## src/rtl/imm_pkg.sv

```systemverilog
package imm_pkg;
  localparam int WORD_W  = 32;
  localparam int BYTE_W  = 8;
  localparam int FIELD_W = 12;
  localparam int ROT_W   = $clog2(WORD_W);
  localparam int LANES   = WORD_W / BYTE_W;

  typedef enum logic [2:0] {
    MODE_WIDE    = 3'd0,
    MODE_COMPACT = 3'd1,
    MODE_PLAIN   = 3'd2,
    MODE_SCALE7  = 3'd3,
    MODE_SCALE8  = 3'd4
  } mode_e;

  function automatic logic [WORD_W-1:0] ror_word(logic [WORD_W-1:0] v, logic [ROT_W-1:0] n);
    logic [2*WORD_W-1:0] dbl;
    dbl = {v, v} >> n;
    return dbl[WORD_W-1:0];
  endfunction
endpackage

```

## src/rtl/imm_wide_rot.sv

```systemverilog
module imm_wide_rot
  import imm_pkg::*;
(
  input  logic [FIELD_W-1:0] field_i,
  input  logic               carry_i,
  output logic [WORD_W-1:0]  imm_o,
  output logic               carry_o
);
  logic [ROT_W-1:0] amt;
  logic [BYTE_W-1:0] val;

  assign val   = field_i[BYTE_W-1:0];
  assign amt   = ROT_W'({field_i[FIELD_W-1:BYTE_W], 1'b0});
  assign imm_o = ror_word(WORD_W'(val), amt);
  assign carry_o = (amt == '0) ? carry_i : imm_o[WORD_W-1];

  always_comb begin
    assert_rot_keeps_bits_R1: assert ($countones(imm_o) == $countones(val));
    if (field_i[FIELD_W-1:BYTE_W] == '0)
      assert_zero_rot_carry_R2: assert (carry_o == carry_i && imm_o == WORD_W'(val));
  end
endmodule

```

## src/rtl/imm_compact.sv

```systemverilog
module imm_compact
  import imm_pkg::*;
(
  input  logic [FIELD_W-1:0] field_i,
  input  logic               carry_i,
  output logic [WORD_W-1:0]  imm_o,
  output logic               carry_o,
  output logic               unpred_o
);
  logic [BYTE_W-1:0] b;
  logic              rep_sel;
  logic [WORD_W-1:0] rep_val;
  logic [WORD_W-1:0] rot_val;

  assign b       = field_i[BYTE_W-1:0];
  assign rep_sel = (field_i[FIELD_W-1:FIELD_W-2] == 2'b00);

  // byte lanes: even lanes for pattern 01, odd lanes for 10, all for 11
  always_comb begin
    rep_val = '0;
    for (int l = 0; l < LANES; l++) begin
      case (field_i[9:8])
        2'b00:   if (l == 0)     rep_val[l*BYTE_W +: BYTE_W] = b;
        2'b01:   if (l % 2 == 0) rep_val[l*BYTE_W +: BYTE_W] = b;
        2'b10:   if (l % 2 == 1) rep_val[l*BYTE_W +: BYTE_W] = b;
        default:                 rep_val[l*BYTE_W +: BYTE_W] = b;
      endcase
    end
  end

  assign rot_val  = ror_word(WORD_W'({1'b1, field_i[6:0]}), ROT_W'(field_i[11:7]));
  assign imm_o    = rep_sel ? rep_val : rot_val;
  assign carry_o  = rep_sel ? carry_i : rot_val[WORD_W-1];
  assign unpred_o = rep_sel && (field_i[9:8] != 2'b00) && (b == '0);

  always_comb begin
    if (rep_sel && field_i[9:8] == 2'b11)
      assert_full_rep_R4: assert ($countones(imm_o) == LANES * $countones(b));
    if (rep_sel)
      assert_rep_carry_R4: assert (carry_o == carry_i);
    if (!rep_sel)
      assert_rot_nonzero_R5: assert (imm_o != '0 &&
        $countones(imm_o) == 1 + $countones(field_i[6:0]));
    if (unpred_o)
      assert_unpred_zero_byte_R6: assert (imm_o == '0);
  end
endmodule

```

## src/rtl/imm_offsets.sv

```systemverilog
module imm_offsets
  import imm_pkg::*;
(
  input  logic [FIELD_W-1:0] field_i,
  input  logic [BYTE_W-1:0]  low_i,
  output logic [WORD_W-1:0]  plain_o,
  output logic [WORD_W-1:0]  s7_o,
  output logic [WORD_W-1:0]  s8_o
);
  assign plain_o = WORD_W'(field_i);
  assign s7_o    = WORD_W'({low_i[6:0], 2'b00});
  assign s8_o    = WORD_W'({low_i, 2'b00});

  always_comb begin
    assert_word_aligned_R8: assert (s7_o[1:0] == 2'b00 && s8_o[1:0] == 2'b00
                                    && s7_o <= s8_o);
  end
endmodule

```

## src/rtl/imm_expander.sv

```systemverilog
module imm_expander
  import imm_pkg::*;
(
  input  logic [2:0]  mode_i,
  input  logic [31:0] insn_i,
  input  logic        carry_i,
  output logic [31:0] imm_o,
  output logic        carry_o,
  output logic        unpred_o
);
  logic [FIELD_W-1:0] wide_field, cmp_field;
  logic [WORD_W-1:0]  wide_imm, cmp_imm, plain_imm, s7_imm, s8_imm;
  logic               wide_c, cmp_c, cmp_u;
  logic               unused_bits;

  assign wide_field  = insn_i[11:0];
  assign cmp_field   = {insn_i[26], insn_i[14:12], insn_i[7:0]};
  assign unused_bits = ^{insn_i[31:27], insn_i[25:15]};

  imm_wide_rot u_wide (
    .field_i(wide_field), .carry_i(carry_i), .imm_o(wide_imm), .carry_o(wide_c)
  );

  imm_compact u_cmp (
    .field_i(cmp_field), .carry_i(carry_i), .imm_o(cmp_imm), .carry_o(cmp_c),
    .unpred_o(cmp_u)
  );

  imm_offsets u_off (
    .field_i(cmp_field), .low_i(insn_i[7:0]), .plain_o(plain_imm),
    .s7_o(s7_imm), .s8_o(s8_imm)
  );

  always_comb begin
    imm_o    = '0;
    carry_o  = carry_i;
    unpred_o = 1'b0;
    case (mode_i)
      MODE_WIDE:    begin imm_o = wide_imm; carry_o = wide_c; end
      MODE_COMPACT: begin imm_o = cmp_imm;  carry_o = cmp_c; unpred_o = cmp_u; end
      MODE_PLAIN:   imm_o = plain_imm;
      MODE_SCALE7:  imm_o = s7_imm;
      MODE_SCALE8:  imm_o = s8_imm;
      default:      ;
    endcase
  end

  always_comb begin
    if (mode_i > 3'd4)
      assert_reserved_zero_R9: assert (imm_o == '0 && carry_o == carry_i && !unpred_o);
    if (mode_i != 3'd1)
      assert_unpred_only_compact_R6: assert (!unpred_o);
    if (mode_i == 3'd2)
      assert_plain_width_R7: assert (imm_o[31:12] == '0);
  end
endmodule

```

## config.mk

```make
export PLATFORM = sky130hd
export DESIGN_NAME = imm_expander
export DESIGN_NICKNAME = d
export VERILOG_FILES = /design/src/rtl/imm_pkg.sv /design/src/rtl/imm_wide_rot.sv /design/src/rtl/imm_compact.sv /design/src/rtl/imm_offsets.sv /design/src/rtl/imm_expander.sv
export SDC_FILE = /design/constraint.sdc
export NUM_CORES = 1
export LEC_CHECK = 0
export ABC_AREA = 1
export BUFFER_PORTS_ARGS = -buffer_cell sky130_fd_sc_hd__buf_2
export CAP_MARGIN = 20
export CORE_MARGIN = 4
export CORE_UTILIZATION = 30
export DETAILED_ROUTE_END_ITERATION = 16
export GPL_TIMING_DRIVEN = 0
export PLACE_DENSITY = 0.53
export SLEW_MARGIN = 20
export SYNTH_ARGS = -nofsm -noshare
export SYNTH_HDL_FRONTEND = slang
export SYNTH_SLANG_ARGS = --single-unit
```

## constraint.sdc

```tcl
create_clock -name vclk -period 1
set_input_delay 0 -clock vclk [all_inputs]
set_output_delay 0 -clock vclk [all_outputs]
set_load 0.02 [all_outputs]
```

Yosys cells after proc, flatten, opt, wreduce, memory -nomap -nowiden
Index checks and enable logic that the tools add are counted.

Equal/unequal tests: 6. Shifts and indexed selects: 2. Mux-type cells: 9. Reduce and logical (&&, ||, !) cells: 10.

Operator list (count): 32-bit case mux with 5 select lines (1); 40-bit by 5-bit right shift with 32-bit output (2); 32-bit two-way mux (1); 8-bit two-way mux (3); 8-bit zero test (1); 3-bit by 2-bit == test with 1-bit output, second input constant (2); 5-bit zero test (1); 2-bit zero test (2); 2-bit OR reduction (2); 3-bit by 1-bit == test with 1-bit output, second input constant (1); 3-bit == test, second input constant (1); 3-bit zero test (1); 1-bit two-way mux (3); 2-bit by 1-bit == test with 1-bit output, second input constant (1); 2-bit == test, second input constant (1); 1-bit logical AND (2); 1-bit case mux with 2 select lines (1); 2-bit nonzero test (1).

Register bits: 0. Input port bits: 36.

Longest topological paths before layout
Gate-level depths: netlist (run 1).

Depth after elaboration: 5. Depth in mapped cells: 11.

Modules after synthesis
Synthesis (run 1) repeated with hierarchy kept, for this count alone.

Cell total of the unflattened synthesis: 780. Area total of the unflattened synthesis: 3806.2 um^2.

By module, submodules not included: imm_expander (times used 1, cells each 336, area an instance 1526.5 um^2, sequential area each 0.0 um^2); imm_compact (times used 1, cells each 208, area an instance 937.1 um^2, sequential area each 0.0 um^2); imm_offsets (times used 1, cells each 97, area an instance 724.4 um^2, sequential area each 0.0 um^2); imm_wide_rot (times used 1, cells each 139, area an instance 618.1 um^2, sequential area each 0.0 um^2).

Worst setup path after synthesis (run 1)
Ideal clock, no wire load.

Path kind: input-to-output. From: input port insn_i[14]. To: output port unpred_o. Data arrival time: 1.029 ns. Setup slack: -0.029 ns. Stages: 5. Cells stage by stage: buf_6 -> nor2_4 -> buf_2 -> nand4_1 -> nor3_1.

Cells in the longest elaborated chain, start to end: 4.

Ends and longest elaborated chain: start: declaration (line imm_expander.sv:5) `input logic [31:0] insn_i,`; 2-bit zero test (line imm_compact.sv:16) `assign rep_sel = (field_i[FIELD_W-1:FIELD_W-2] == 2'b00);`; 1-bit logical AND (2 in series) (line imm_compact.sv:34) `assign unpred_o = rep_sel && (field_i[9:8] != 2'b00) && (b == '0);`; 1-bit two-way mux (line imm_expander.sv:38) `case (mode_i)`; end: declaration (line imm_expander.sv:9) `output logic unpred_o`.

Every way passes these cells.

Final worst setup path (run 1)
From: input port insn_i[7]. To: output port imm_o[9].

Cells in the longest elaborated chain, start to end: 3. Elaborated cells on any way between the ends: 4.

Ends and longest elaborated chain: 40-bit by 5-bit right shift with 32-bit output (line imm_pkg.sv:18) `dbl = {v, v} >> n;`; 32-bit two-way mux (line imm_compact.sv:32) `assign imm_o = rep_sel ? rep_val : rot_val;`; 32-bit case mux with 5 select lines (*) (line imm_expander.sv:38); end: declaration (line imm_expander.sv:7) `output logic [31:0] imm_o,`.

Mark *: on every way between the ends. The rest lies on a longest branch, timed or not.

==> flow_summary.toml, run 1 <==
[route]
via_per_inst = 5.718
wl_per_cell_um = 18.54
ant_nets = 0
wirelength_um = 11330
drt_first_pass_iters = 5
num_vias = 3494
drc = 0
drtIter0Drc = 460

[power_and_ir_drop]
p_leak_nw = 1.797
p_switching_mw = 1.064
p_comb_frac = 1.000
power_density_nw_per_um2 = 454.0
ir_drop_uv = 200.5
clock_power_share = 0
p_int_uw = 682.1
p_seq_frac = 0
switching_share = 0.6093
p_total_mw = 1.746

[finish]
fin_area_um2 = 3845
final_common_cell = "nand2_1"
nets = 553
finalNonFillerCells = 611
antenna_cells = 0
seq_area_um2 = 0
seq_cell_count = 0
drive_gt1_frac = 0.5340
n_clock_buffer = 0
synthToLayoutAreaGrowth_pct = 79.92
layout_common_cells = "nand2_1 (123), buf_6 (42), nand2_2 (39)"
fillers = 686

[timing]
period_needed_ps = 1142
worst_pin_slew_ps = 275.4
setup_ws_ps = -141.7
setup_tns_ps = -2375
period_share = 1.142
fmax_ghz = 0.8759
slew_headroom = 0.8145
hold_violations = 0
rsz0062_at_grt = "true"
drv_slew = 0
setup_viol_count_final = 33

[min_path]
holdCritPathClass = "input port to primary output"

[global_route]
gr-usage-all-layers = 0.2464
antenna_found_initial = 0
grt_pass1_vias = 3239
grt_overflow = 0
grt_pass1_wl_um = 17080
grt_max_degree = 11

[setup_path]
cp-start-kind = "input port"
cp_max_fo = 7
critical_path_arrival_ps = 1140
startpoint = "insn_i[7]"
endpoint = "imm_o[9]"
path_class = "input port to primary output"
crit_path_end_kind = "primary output"
required_ps = 1000

[yosys]
synthCells = 434
synth_fp_nets = 470
ys_warn_count = 0
synth.area.top_cells = "nand2_1 (28%), nand3_1 (12%), nor2_1 (5.4%)"
synth.top_cell.area_share = 0.2775
syn_avg_cell_area_um2 = 4.924
netlist.top_cell.by_area = "nand2_1"
seq_area_frac_synth = 0
synthDistinctLibCells = 33
syn_area_um2 = 2137

[place]
gp_congestion = 0.9876
dpl.hpwl_um = 7645
post-place-cells = 578
placed_area_um2 = 2502
dpl_worst_slack_ps = -349.9
io_buffers = 48

[die]
rows = 30
ios = 70
die_h_um = 92.40
initial_core_util = 0.3111
die_w_um = 92.40
coreArea_um2 = 6869
dieArea_um2 = 8538

[cts]
holdBufCountCts = 0

[job]
drv_cap = 0

[run_status]
violations = "negative setup slack"
run_status = "complete, but fails checks"
cells in the mapped netlist, drive strengths merged:
| master | n |
|---|---|
| inv | 41 |
| o211ai | 2 |
| o21a | 1 |
| o21ai | 35 |
| a21oi | 24 |
| o31ai | 3 |
| a211oi | 2 |
| a22oi | 1 |
| buf | 23 |
| nand3b | 1 |
| nand4 | 11 |
| nand2 | 178 |
| a31oi | 3 |
| nor3 | 4 |
| o21bai | 1 |
| clkbuf | 2 |
| nand3 | 64 |
| nor2 | 36 |
| o22ai | 2 |
kinds of logic after synthesis:
kind of cell / count (synthesis) / share of synthesized area
AND/OR/NAND/NOR: 294 / 0.6446
buffers and inverters: 66 / 0.1587
AO/OA/AOI/OAI: 74 / 0.1967
stage by stage:
step,util,hold slack (ps)
after floorplan,-,161.1
after global placement,0.3643,370.1
after detailed placement,0.3643,374.5
after CTS,0.4783,363.6
after global routing,0.5597,371.3
final,0.5597,359.0
power groups by stage:
stage               Clock [mW]  Sequential, mW  Combinational [mW]
finish                       0               0                1.75
global route                 0               0                1.85
CTS                          0               0                1.45
detailed placement           0               0                1.13
global placement             0               0                1.13
floorplan                    0               0               0.778
metal layers:
| metal | track usage | part of all wire |
|---|---|---|
| met1 | 0.3280 | 0.41 |
| met3 | 0.02681 | 0.089 |
| met2 | 0.4042 | 0.46 |
| met4 | 0.09653 | 0.046 |
| met5 | 0 | 0 |
worst max-delay path, cell delays in order:
cell and delay (ps):
buf_12 110, clkinv_8 70, buf_12 140, nand2_4 70, nand3_2 80, nand2_1 120
nand2_2 90, nand3_2 70, nand2_1 60, nand2_1 90, nand2_1 90, buf_6 140
worst min-delay path by stage:
| stage | startpoint | to | slack (ps) | cells after the start |
|---|---|---|---|---|
| final | insn_i[3] | imm_o[3] | 360 | 4 |
| after global routing | insn_i[3] | imm_o[3] | 370 | 4 |
| after CTS | carry_i | carry_o | 360 | 4 |
| after detailed placement | carry_i | carry_o | 370 | 4 |
| after global placement | carry_i | carry_o | 370 | 4 |
| after floorplan | insn_i[3] | unpred_o | 160 | 3 |
final cells by class:
| type | count | area (um2) | area share |
|---|---|---|---|
| Inverter | 41 | 222.7 | 0.05792 |
| Timing Repair Buffer | 81 | 834.6 | 0.2171 |
| Buffer | 25 | 301.5 | 0.07842 |
| Tap cell | 96 | 120.1 | 0.03124 |
| Multi-Input combinational cell | 368 | 2366 | 0.6154 |
what timing repair did:
item,CTS,global route
gates resized for setup,186,125
setup buffers,14,16
gates cloned,4,0
setup endpoints to repair,34,34
pin swaps,33,41
Power figures use the tool's default switching activity.
==> run 2: changes to the inputs <==
--- a/config.mk
+++ b/config.mk
@@ -12,8 +12,9 @@
 export CORE_UTILIZATION = 30
 export DETAILED_ROUTE_END_ITERATION = 16
 export GPL_TIMING_DRIVEN = 0
-export PLACE_DENSITY = 0.53
+export PLACE_DENSITY = 0.49
 export SLEW_MARGIN = 20
 export SYNTH_ARGS = -nofsm -noshare
 export SYNTH_HDL_FRONTEND = slang
+export SYNTH_HIERARCHICAL = 1
 export SYNTH_SLANG_ARGS = --single-unit
==> flow_summary.toml, run 2 <==
[place]
io_buffers = 49
dpl.hpwl_um = 12160
gp_congestion = 0.9676
dpl_worst_slack_ps = -553.4
placed_area_um2 = 4517

[global_route]
grt_pass1_vias = 4742
grt_pass1_wl_um = 25520
antenna_found_initial = 0
grt_overflow = 0
grt_max_degree = 13
gr-usage-all-layers = 0.2155

[finish]
fillers = 1352
final_common_cell = "nand2_1"
fin_area_um2 = 6148
nets = 963
synthToLayoutAreaGrowth_pct = 61.54
drive_gt1_frac = 0.4670
seq_cell_count = 0
layout_common_cells = "nand2_1 (188), buf_4 (131), nand3_1 (106)"
seq_area_um2 = 0
multi_input_area_um2 = 3815
n_clock_buffer = 0
antenna_cells = 0

[route]
num_vias = 5321
drc = 0
drt_first_pass_iters = 5
wl_per_cell_um = 14.90
ant_nets = 0
wirelength_um = 16280
via_per_inst = 4.868
drtIter0Drc = 470

[timing]
slew_headroom = 0.6388
setup_viol_count_final = 33
holdWs_ps = 329.2
rsz0062_at_grt = "true"
period_needed_ps = 1301
drv_slew = 0
setup_ws_ps = -301.1
worst_pin_slew_ps = 541.9
period_share = 1.301
fmax_ghz = 0.7686
hold_violations = 0

[setup_path]
startpoint = "insn_i[4]"
cp-start-kind = "input port"
endpoint = "imm_o[16]"
critical_path_arrival_ps = 1300
cp_max_fo = 11
crit_path_end_kind = "primary output"
path_class = "input port to primary output"
required_ps = 1000

[die]
die_h_um = 120.6
dieArea_um2 = 14550
rows = 40
ios = 70
coreArea_um2 = 12210
initial_core_util = 0.3117
die_w_um = 120.6

[run_status]
run_status = "complete, but fails checks"
violations = "negative setup slack"

[yosys]
syn_area_um2 = 3806
ys_warn_count = 6
synth.top_cell.area_share = 0.2673
syn_avg_cell_area_um2 = 4.880
synthTopCellsByCount = "nand2_1 (271), nand3_1 (169), buf_4 (110)"
netlist.top_cell.by_area = "nand2_1"
synth.area.top_cells = "nand2_1 (27%), nand3_1 (22%), buf_4 (22%)"
seq_area_frac_synth = 0
synthCells = 780
yosysMostFrequentCell = "nand2_1"
synthDistinctLibCells = 22

[power_and_ir_drop]
power_density_nw_per_um2 = 440.8
ir_drop_uv = 246.9
p_leak_nw = 3.260
p_total_mw = 2.710

[cts]
holdBufCountCts = 0

[min_path]
holdCritStartpoint = "insn_i[13]"
holdCritPathClass = "input port to primary output"

[job]
drv_cap = 0
==> run 2: cell count changes in the layout (fill, tap and decap cells not counted), moves of 27 or more <==
cell / before / now
nand3_1: 33 / 106
buf_4: 37 / 131
nand2_2: 39 / 69
conb_1: 0 / 69
nand3_2: 26 / 53
nand2_1: 123 / 188
nand4_1: 11 / 51
==> run 2: how the worst min path moves through the flow <==
stage | end | slack, ps | cells after the start
after floorplan | carry_o | 240 | 2
after global placement | imm_o[9] | 350 | 4
after detailed placement | imm_o[9] | 350 | 4
after CTS | imm_o[9] | 330 | 4
after global routing | imm_o[9] | 360 | 4
final | imm_o[9] | 330 | 4
==> run 2: cell type report <==
class / instances / share of cell area
buffer: 152 / 0.1913
multi-input combinational: 664 / 0.6205
inverter: 32 / 0.02605
tap: 168 / 0.03419
timing repair buffer: 77 / 0.1280
==> run 2: logic make-up after synthesis <==
kind of cell,after synthesis,synth area share
simple gates,564,0.6538
buf+inv,184,0.3011
compound gates,31,0.04405
other cells,1,0.0009852
==> run 2: what timing repair did <==
action	in CTS	in global routing
gates cloned	4	1
pin swaps	51	86
gates resized for setup	212	212
endpoints found under the setup margin	34	34
setup buffers	10	13
==> run 2: worst max-delay path, cell delays in order <==
cell and delay, ps:
buf_8 150, inv_1 80, o211ai_1 300, nand3_1 170, buf_4 170, nor2_2 70
nand3_1 70, nand2_1 80, nor2_1 40, nand2_1 60, buf_6 110
==> run 2: per-stage QoR <==
step                TNS, ps  instances    util
floorplan                 0        848       -
global placement     -16270       1065  0.3699
detailed placement   -15510       1065  0.3699
CTS                   -6319       1079  0.4347
global route          -9362       1093  0.5035
finish                -6536       1093  0.5035
==> run 2: power breakdown <==
part | internal (mW) | switching [mW]
clock | 0 | 0
combinational | 1.15 | 1.56
sequential | 0 | 0
total | 1.15 | 1.56
==> run 2: layer usage <==
layer / wire (um) / share of wire / track usage
met5: 0 / 0 / 0
met4: 178 / 0.011 / 0.01558
met3: 1137 / 0.070 / 0.009355
met2: 7613 / 0.47 / 0.3612
met1: 7354 / 0.45 / 0.3181
